$ cat src/rtl/hcf_pkg.sv
package hcf_pkg;
  typedef enum logic [1:0] {
    HC_IDLE  = 2'd0,
    HC_WRITE = 2'd1,
    HC_READ  = 2'd2
  } hc_state_e;
endpackage

$ cat src/rtl/hcf_ring_ptr.sv
module hcf_ring_ptr #(
  parameter int CELLS = 3,
  parameter int PW    = 2
) (
  input  logic          clk,
  input  logic          rst_n,
  input  logic          step,
  output logic [PW-1:0] ptr
);
  localparam logic [PW-1:0] FIRST = PW'(1);
  localparam logic [PW-1:0] LAST  = PW'(CELLS);

  logic [PW-1:0] ptr_d;

  always_comb begin
    ptr_d = ptr;
    if (step) ptr_d = (ptr == LAST) ? FIRST : ptr + PW'(1);
  end

  always_ff @(posedge clk or negedge rst_n) begin
    if (!rst_n)    ptr <= FIRST;
    else if (step) ptr <= ptr_d;
  end


  ptr_range_chk: assert property (@(posedge clk) disable iff (!rst_n)
    (ptr >= FIRST) && (ptr <= LAST));


  ptr_hold_chk: assert property (@(posedge clk) disable iff (!rst_n)
    !step |=> $stable(ptr));
endmodule

$ cat src/rtl/hcf_seq.sv
module hcf_seq
  import hcf_pkg::*;
#(
  parameter int CAP = 4,
  parameter int OW  = 3
) (
  input  logic          clk,
  input  logic          rst_n,
  input  logic          in_valid,
  input  logic          out_ready,
  input  logic          wr_ack,
  input  logic          rd_ack,
  output logic          in_ready,
  output logic          out_valid,
  output logic          wr_req,
  output logic          rd_req,
  output logic          bypass_load,
  output logic          park_load,
  output logic          refill_load,
  output logic          top_step,
  output logic          bot_step,
  output logic [OW-1:0] occ
);
  localparam logic [OW-1:0] CAP_V = OW'(CAP);
  localparam logic [OW-1:0] ONE_V = OW'(1);

  hc_state_e     state, state_d;
  logic [OW-1:0] occ_d;
  logic          occ_en, idle, occ_nz, out_fire, in_fire, wr_done, rd_done;

  assign idle      = (state == HC_IDLE);
  assign occ_nz    = (occ != '0);
  assign out_valid = idle && occ_nz;
  assign out_fire  = out_valid && out_ready;
  assign in_ready  = idle && (occ < CAP_V) && !out_fire;
  assign in_fire   = in_valid && in_ready;
  assign wr_req    = (state == HC_WRITE);
  assign rd_req    = (state == HC_READ);
  assign wr_done   = wr_req && wr_ack;
  assign rd_done   = rd_req && rd_ack;

  assign bypass_load = in_fire && !occ_nz;
  assign park_load   = in_fire && occ_nz;
  assign refill_load = rd_done;
  assign top_step    = wr_done;
  assign bot_step    = rd_done;

  always_comb begin
    state_d = state;
    unique case (state)
      HC_IDLE: begin
        if (out_fire && (occ > ONE_V)) state_d = HC_READ;
        else if (park_load)            state_d = HC_WRITE;
      end
      HC_WRITE: if (wr_ack) state_d = HC_IDLE;
      HC_READ:  if (rd_ack) state_d = HC_IDLE;
      default:  state_d = HC_IDLE;
    endcase
  end

  always_comb begin
    occ_en = 1'b0;
    occ_d  = occ;
    if (out_fire && (occ == ONE_V)) begin
      occ_en = 1'b1;
      occ_d  = '0;
    end else if (bypass_load) begin
      occ_en = 1'b1;
      occ_d  = ONE_V;
    end else if (wr_done) begin
      occ_en = 1'b1;
      occ_d  = occ + ONE_V;
    end else if (rd_done) begin
      occ_en = 1'b1;
      occ_d  = occ - ONE_V;
    end
  end

  always_ff @(posedge clk or negedge rst_n) begin
    if (!rst_n) begin
      state <= HC_IDLE;
      occ   <= '0;
    end else begin
      state <= state_d;
      if (occ_en) occ <= occ_d;
    end
  end


  occ_bound_chk: assert property (@(posedge clk) disable iff (!rst_n)
    occ <= CAP_V);


  one_req_chk: assert property (@(posedge clk) disable iff (!rst_n)
    !(wr_req && rd_req));


  wr_hold_chk: assert property (@(posedge clk) disable iff (!rst_n)
    wr_req && !wr_ack |=> wr_req);


  rd_hold_chk: assert property (@(posedge clk) disable iff (!rst_n)
    rd_req && !rd_ack |=> rd_req);


  wr_drop_chk: assert property (@(posedge clk) disable iff (!rst_n)
    wr_req && wr_ack |=> !wr_req);


  last_out_chk: assert property (@(posedge clk) disable iff (!rst_n)
    out_fire && (occ == ONE_V) |=> (occ == '0) && !rd_req && !wr_req);
endmodule

$ cat src/rtl/hcf_ctrl.sv
module hcf_ctrl
  import hcf_pkg::*;
#(
  parameter int DW    = 2,
  parameter int CELLS = 3
) (
  input  logic                          clk,
  input  logic                          rst_n,
  input  logic                          in_valid,
  output logic                          in_ready,
  input  logic [DW-1:0]                 in_data,
  output logic                          out_valid,
  input  logic                          out_ready,
  output logic [DW-1:0]                 out_data,
  output logic                          mem_wr_req,
  output logic [$clog2(CELLS+1)-1:0]    mem_wr_idx,
  output logic [DW-1:0]                 mem_wr_data,
  input  logic                          mem_wr_ack,
  output logic                          mem_rd_req,
  output logic [$clog2(CELLS+1)-1:0]    mem_rd_idx,
  input  logic                          mem_rd_ack,
  input  logic [DW-1:0]                 mem_rd_data
);
  localparam int CAP = CELLS + 1;
  localparam int PW  = $clog2(CELLS + 1);
  localparam int OW  = $clog2(CAP + 1);

  logic          bypass_load, park_load, refill_load, top_step, bot_step;
  logic [OW-1:0] occ;
  logic [DW-1:0] head_q, head_d, park_q;
  logic          head_en;
  logic [PW-1:0] top_ptr, bot_ptr;

  hcf_seq #(.CAP(CAP), .OW(OW)) seq_i (
    .clk         (clk),
    .rst_n       (rst_n),
    .in_valid    (in_valid),
    .out_ready   (out_ready),
    .wr_ack      (mem_wr_ack),
    .rd_ack      (mem_rd_ack),
    .in_ready    (in_ready),
    .out_valid   (out_valid),
    .wr_req      (mem_wr_req),
    .rd_req      (mem_rd_req),
    .bypass_load (bypass_load),
    .park_load   (park_load),
    .refill_load (refill_load),
    .top_step    (top_step),
    .bot_step    (bot_step),
    .occ         (occ)
  );

  hcf_ring_ptr #(.CELLS(CELLS), .PW(PW)) top_i (
    .clk (clk), .rst_n (rst_n), .step (top_step), .ptr (top_ptr)
  );

  hcf_ring_ptr #(.CELLS(CELLS), .PW(PW)) bot_i (
    .clk (clk), .rst_n (rst_n), .step (bot_step), .ptr (bot_ptr)
  );

  always_comb begin
    head_en = bypass_load || refill_load;
    head_d  = refill_load ? mem_rd_data : in_data;
  end

  always_ff @(posedge clk or negedge rst_n) begin
    if (!rst_n) begin
      head_q <= '0;
      park_q <= '0;
    end else begin
      if (head_en)   head_q <= head_d;
      if (park_load) park_q <= in_data;
    end
  end

  assign out_data    = head_q;
  assign mem_wr_idx  = top_ptr;
  assign mem_wr_data = park_q;
  assign mem_rd_idx  = bot_ptr;


  bypass_chk: assert property (@(posedge clk) disable iff (!rst_n)
    in_valid && in_ready && !out_valid |=>
      out_valid && (out_data == $past(in_data)) && !mem_wr_req);


  park_chk: assert property (@(posedge clk) disable iff (!rst_n)
    in_valid && in_ready && out_valid |=>
      mem_wr_req && (mem_wr_data == $past(in_data)) && (mem_wr_idx == $past(top_ptr)));


  refill_chk: assert property (@(posedge clk) disable iff (!rst_n)
    mem_rd_req && mem_rd_ack |=> out_valid && (out_data == $past(mem_rd_data)));


  rd_idx_stable_chk: assert property (@(posedge clk) disable iff (!rst_n)
    mem_rd_req && !mem_rd_ack |=> $stable(mem_rd_idx));


  quiet_chk: assert property (@(posedge clk) disable iff (!rst_n)
    (mem_wr_req || mem_rd_req) |-> !in_ready && !out_valid);
endmodule

$ cat config.mk
export PLATFORM = sky130hd
export DESIGN_NAME = hcf_ctrl
export DESIGN_NICKNAME = d
export VERILOG_FILES = /design/src/rtl/hcf_pkg.sv /design/src/rtl/hcf_ring_ptr.sv /design/src/rtl/hcf_seq.sv /design/src/rtl/hcf_ctrl.sv
export SDC_FILE = /design/constraint.sdc
export NUM_CORES = 1
export LEC_CHECK = 0
export BUFFER_PORTS_ARGS = -buffer_cell sky130_fd_sc_hd__buf_2
export CAP_MARGIN = 40
export CELL_PAD_IN_SITES_DETAIL_PLACEMENT = 1
export CELL_PAD_IN_SITES_GLOBAL_PLACEMENT = 2
export CORE_AREA = 3 3 49 60
export DETAILED_ROUTE_END_ITERATION = 8
export DIE_AREA = 0 0 52 63
export PLACE_DENSITY = 0.78
export SLEW_MARGIN = 20
export SYNTH_ARGS = -nofsm -noshare
export SYNTH_HDL_FRONTEND = slang
export SYNTH_SLANG_ARGS = --single-unit
$ cat constraint.sdc
create_clock -name clk -period 3.95 [get_ports clk]
set_clock_uncertainty 0.1 [all_clocks]
set_input_delay 0.9875 -clock clk [delete_from_list [all_inputs] [get_ports clk]]
set_output_delay 0.9875 -clock clk [all_outputs]
set_load 0.01 [all_outputs]
==> impl_metrics.toml, run 1 <==
[run_status]
outcome = "finished clean"

[floorplan]
chipWidth_um = 52
die_area_um2 = 3280
num_rows = 20
fp.dieH_um = 63
start_util_pct = 31.9
core_um2 = 2480
ios = 22

[synthesis]
synthTopCellsByArea = "dfrtp_1 (35%), ha_1 (9.5%), dfstp_2 (6.7%)"
syn_inst = 75
async_flop_share_pct = 100
avgSynthCellArea_um2 = 10.5
synthesis.yosys.warnings = 0
synth_edf_count = 0
yosys.area.top_type = "dfrtp_1"
ys.flop_type = "dfrtp_1"
ys_types = 32
ys_seq_area_share_pct = 41.5
synth_top_area_share_pct = 34.9
ys_ff_latch = 13
netlist_area_um2 = 790
syn_nets = 91

[global_routing]
grt_overflow_total = 0
grt_util_all_layers_pct = 12.8
grt_max_degree = 14
antenna_found_initial = 0
grt_pass1_wl_um = 3220
grt_pass1_vias = 698

[clocking]
clkTransAtPathRegs_ps = 90
cts.sink_count = 13
clkLatencyLatePin_ps = 270
htree_levels = 1
cts-root-buf = "clkbuf_4"
cts_tree = "yes"
ctsHoldBuffers = 0
post_cts_resized = 0
cts_buffers = 3
post_cts_buffers = 0
clockBufferDepth = 2

[power_and_ir_drop]
powerDensity_nw_per_um2 = 752
power_leakage_nw = 0.454
ir_drop_mv = 0.293
finalPower_w = 0.000712

[final_layout]
multi_input_area_um2 = 423
antennaDiodeCount = 0
n_fill_cell = 293
final_nets = 115
layout-drive-gt1-share_pct = 36.7
regArea_um2 = 328
area_growth_pct = 19.8

[critical_path]
cpPeakStageDelay_ps = 440
crit_type = "reg2out"
arrival_ps = 1770
cp_max_fo = 5
crit_path_start = "seq_i.occ[0]"
reg2reg_depth = 5
slowest_stage = "dfrtp_1"
endpoint_kind = "output pin"
worstReg2RegStart = "seq_i.occ[0]"
cp_data_required_time_ps = 2860
start_kind = "flip-flop"
r2r_slack_ps = 2100
worstPathCellList = "inv_1, ha_1, nand2b_1, a2111oi_0, buf_2"
crit_family = "flip-flops"
r2r_end = "mem_wr_data[0]"
crit_buf_inv = 2

[drt]
drt_first_pass_iters = 4
drtAntennaViolNets = 0
viasPerCell = 4.92
wl_per_cell_um = 14.0
wl_um = 1830
vias = 645
drt_iter0_drc = 4
drc = 0

[run]
maxCapViolations = 0

[timing]
hold_violations = 0
setup_ws_ps = 1090
fin_tns_setup_ps = 0
timing.fmax_mhz = 350
fin_crit_sh_pct = 72.4
finalSetupViolCount = 0
grt_setup_unrepaired = "false"
drv_slew = 0
worstMarginPinSlew_ps = 414
hold_slack_ps = 392
timing.slew.headroom_pct = 72.3
fin_crit_ps = 2860

[worst_hold_path]
hold_start = "mem_wr_data[1]"
holdPathStages = 1
hp-class = "reg2reg"
holdPathEnd = "mem_wr_data[1]"

[place]
hpwl_um = 1490
io_buffers = 21
gp_congestion = 0.708
preCtsSetupSlack_ps = 1170
metrics by stage:
stage	util, %	area [um2]	instances
after floorplan	-	790	75
after CTS	38.2	946	131
after global placement	37.1	920	127
after global routing	38.2	946	131
after detailed placement	37.1	920	127
final	38.2	946	131
cell type report:
type | count | area share (%)
multi-input cells | 54 | 44.7
well taps | 33 | 4.37
inverters | 6 | 2.38
clock buffers | 4 | 2.78
repair buffers | 21 | 11.1
flip-flops and latches | 13 | 34.7
logic make-up (layout without fill, tap and decap cells):
kind of cell / Yosys count / in the layout / share of synthesized area [%]
simple gates: 29 / 29 / 23.0
compound gates: 16 / 16 / 17.1
flops: 13 / 13 / 41.5
buf+inv: 8 / 31 / 4.91
fa+ha+maj: 6 / 6 / 9.51
mux: 2 / 2 / 2.85
xor+xnor: 1 / 1 / 1.11
sequential cells by signal, summed over array words and instances, names as in the netlist:
name and count:
bot_i.ptr 2, mem_wr_data 2, out_data 2, seq_i.occ 3
seq_i.state 2, top_i.ptr 2
report_power, final:
| part | leakage (nW) | switching, W | internal [W] |
|---|---|---|---|
| combinational | 0.283 | 0.000185 | 0.000168 |
| sequential | 0.156 | 0.0000712 | 0.000205 |
| clock | 0.0150 | 0.0000443 | 0.0000391 |
synth_stat cells, drive strengths merged, types with 3 or more instances:
| library cell | instances |
|---|---|
| o21ai | 4 |
| ha | 6 |
| dfrtp | 11 |
| a21oi | 3 |
| nand2 | 9 |
| inv | 6 |
| nand2b | 3 |
| a2111oi | 3 |
| nor2 | 3 |
layout by cell type, fill, tap and decap left out, types with 2 or more instances in the layout:
cell / count
nand2b_1: 3
clkbuf_4: 3
nor2_1: 3
o211ai_2: 2
a2111oi_2: 2
nand2_1: 9
buf_2: 21
ha_1: 6
dfrtp_1: 11
mux2_1: 2
dfstp_2: 2
o21ai_0: 4
a21oi_1: 2
nor4b_2: 2
nor2b_1: 2
nand3_1: 2
inv_1: 6
per-layer routing:
layer / vias up / part of all wire (%) / global-route usage (%)
li1: 311 / - / -
met1: 315 / 42 / 16.0
met2: 19 / 52 / 21.4
met3: 0 / 5.6 / 2.63
met4: 0 / 0 / 3.93
met5: - / 0 / 0
worst max-delay path by stage:
stage | endpoint | cells after the start
after floorplan | in_ready | 1
after global placement | in_ready | 3
after detailed placement | in_ready | 3
after CTS | in_ready | 5
after global routing | in_ready | 5
final | in_ready | 5
No activity file was read; power rests on OpenSTA's default activity.
==> run 2: changes to the inputs <==
CORE_AREA = 3 3 51 62   (was 3 3 49 60)
DIE_AREA = 0 0 54 65   (was 0 0 52 63)
PLACE_DENSITY = 0.73   (was 0.78)
clock period = 2.7 ns   (was 3.95 ns; I/O delays follow)
==> run 2 against run 1 <==
Combinational power rose by 47%. Clock power rose by 47%. Largest cell class unchanged. Design area rose by 0.13%.
==> impl_metrics.toml, run 2 (same netlist as run 1, synthesis figures left out) <==
[run_status]
outcome = "finished clean"

[critical_path]
r2r_slack_ps = 860
slowest_stage = "dfrtp_1"
crit_type = "reg2out"
worstPathCellList = "inv_1, ha_1, nand2b_1, a2111oi_1, buf_2"
start_kind = "flip-flop"
cp_max_fo = 5
arrival_ps = 1730
endpoint_kind = "output pin"
cpPeakStageDelay_ps = 430
cp_data_required_time_ps = 1920

[floorplan]
chipWidth_um = 54
die_area_um2 = 3510
start_util_pct = 30.6
fp.dieH_um = 65
num_rows = 20
ios = 22
core_um2 = 2580

[final_layout]
layout-drive-gt1-share_pct = 36.7
final_common_cell = "buf_2"
n_fill_cell = 312
top_register = "seq_i.occ"
multi_input_area_um2 = 424
largest_reg_flops = 3
regArea_um2 = 328
final_nets = 115
antennaDiodeCount = 0
final_cell_mix = "buf_2 (21), dfrtp_1 (11), nand2_1 (9)"
area_growth_pct = 20.0

[worst_hold_path]
hp-class = "in2async"

[drt]
vias = 639
drt_first_pass_iters = 4
viasPerCell = 4.88
wl_um = 1840
drtAntennaViolNets = 0
drc = 0
wl_per_cell_um = 14.0
drt_iter0_drc = 7

[timing]
timing.fmax_mhz = 399
hold_violations = 0
worstMarginPinSlew_ps = 439
grt_setup_unrepaired = "false"
fin_tns_setup_ps = 0
timing.slew.headroom_pct = 70.7
fin_crit_ps = 2510
drv_slew = 0
finalSetupViolCount = 0
fin_crit_sh_pct = 92.8

[global_routing]
use_met1_pct = 15.4
grt_pass1_wl_um = 3040
grt_max_degree = 14
grt_pass1_vias = 673
use_met2_pct = 19.1
met3_usage_pct = 2.07
grt_overflow_total = 0
grt_util_all_layers_pct = 12.0
busiest_layer = "met2"
antenna_found_initial = 0

[clocking]
cts_tree = "yes"
cts_buffers = 3
htree_levels = 1
clkTransAtPathRegs_ps = 80
ctsHoldBuffers = 0
clkLatencyLatePin_ps = 280
post_cts_resized = 0
cts-root-buf = "clkbuf_4"
cts.sink_count = 13
clockBufferDepth = 2
post_cts_buffers = 0

[power_and_ir_drop]
ir_drop_mv = 0.380
finalPower_w = 0.00104
power_leakage_nw = 0.454
powerDensity_nw_per_um2 = 1100

[run]
maxCapViolations = 0

[place]
gp_congestion = 0.698
hpwl_um = 1490
io_buffers = 21
run 2: cell counts in the layout (fill, tap and decap cells not counted):
Identical to the previous run, type by type.
run 2: per-stage QoR:
step | setup WS (ps) | hold WS (ps) | cell area, um2 | instances | util (%)
3_3_place_gp | 562 | 375 | 920 | 127 | 35.7
6_report | 194 | 179 | 947 | 131 | 36.7
2_1_floorplan | 445 | 279 | 790 | 75 | -
4_1_cts | 130 | 184 | 946 | 131 | 36.7
3_5_place_dp | 455 | 392 | 920 | 127 | 35.7
5_1_grt | 42.4 | 189 | 947 | 131 | 36.7
run 2: power breakdown:
part           internal, W  switching (W)
combinational     0.000247       0.000271
sequential        0.000299       0.000105
clock            0.0000573      0.0000654
total             0.000603       0.000441
run 2: area by class of cell:
type,count,share of cell area [%]
tap,33,4.36
inverter,6,2.38
clock buffer,4,2.77
multi-input combinational,54,44.8
sequential,13,34.6
timing repair buffer,21,11.1
run 2: critical path: cells and delay by family (launching register included):
kind | cells | cell delay, ps
and+or+nand+nor | 1 | 90
DFF | 1 | 430
adders and majority gates | 1 | 240
AOI/OAI and AO/OA | 1 | 370
buffers and inverters | 2 | 320
run 2: final timing paths:
kind / start / depth (start not counted) / endpoint
worst min-delay path: rst_n / 1 / out_data[1]
worst max-delay path: seq_i.occ[1] / 5 / in_ready
worst max register to register: seq_i.occ[0] / 5 / mem_wr_data[1]
max in group asynchronous: rst_n / 1 / bot_i.ptr[0]
worst min register to register: mem_wr_data[0] / 1 / mem_wr_data[0]
min in group clk: mem_wr_data[0] / 1 / mem_wr_data[0]
run 2: routing by layer:
| layer | up-vias | share of wire [%] |
|---|---|---|
| met5 | - | 0 |
| met2 | 21 | 49 |
| li1 | 314 | - |
| met3 | 2 | 6.4 |
| met1 | 302 | 43 |
| met4 | 0 | 1.2 |
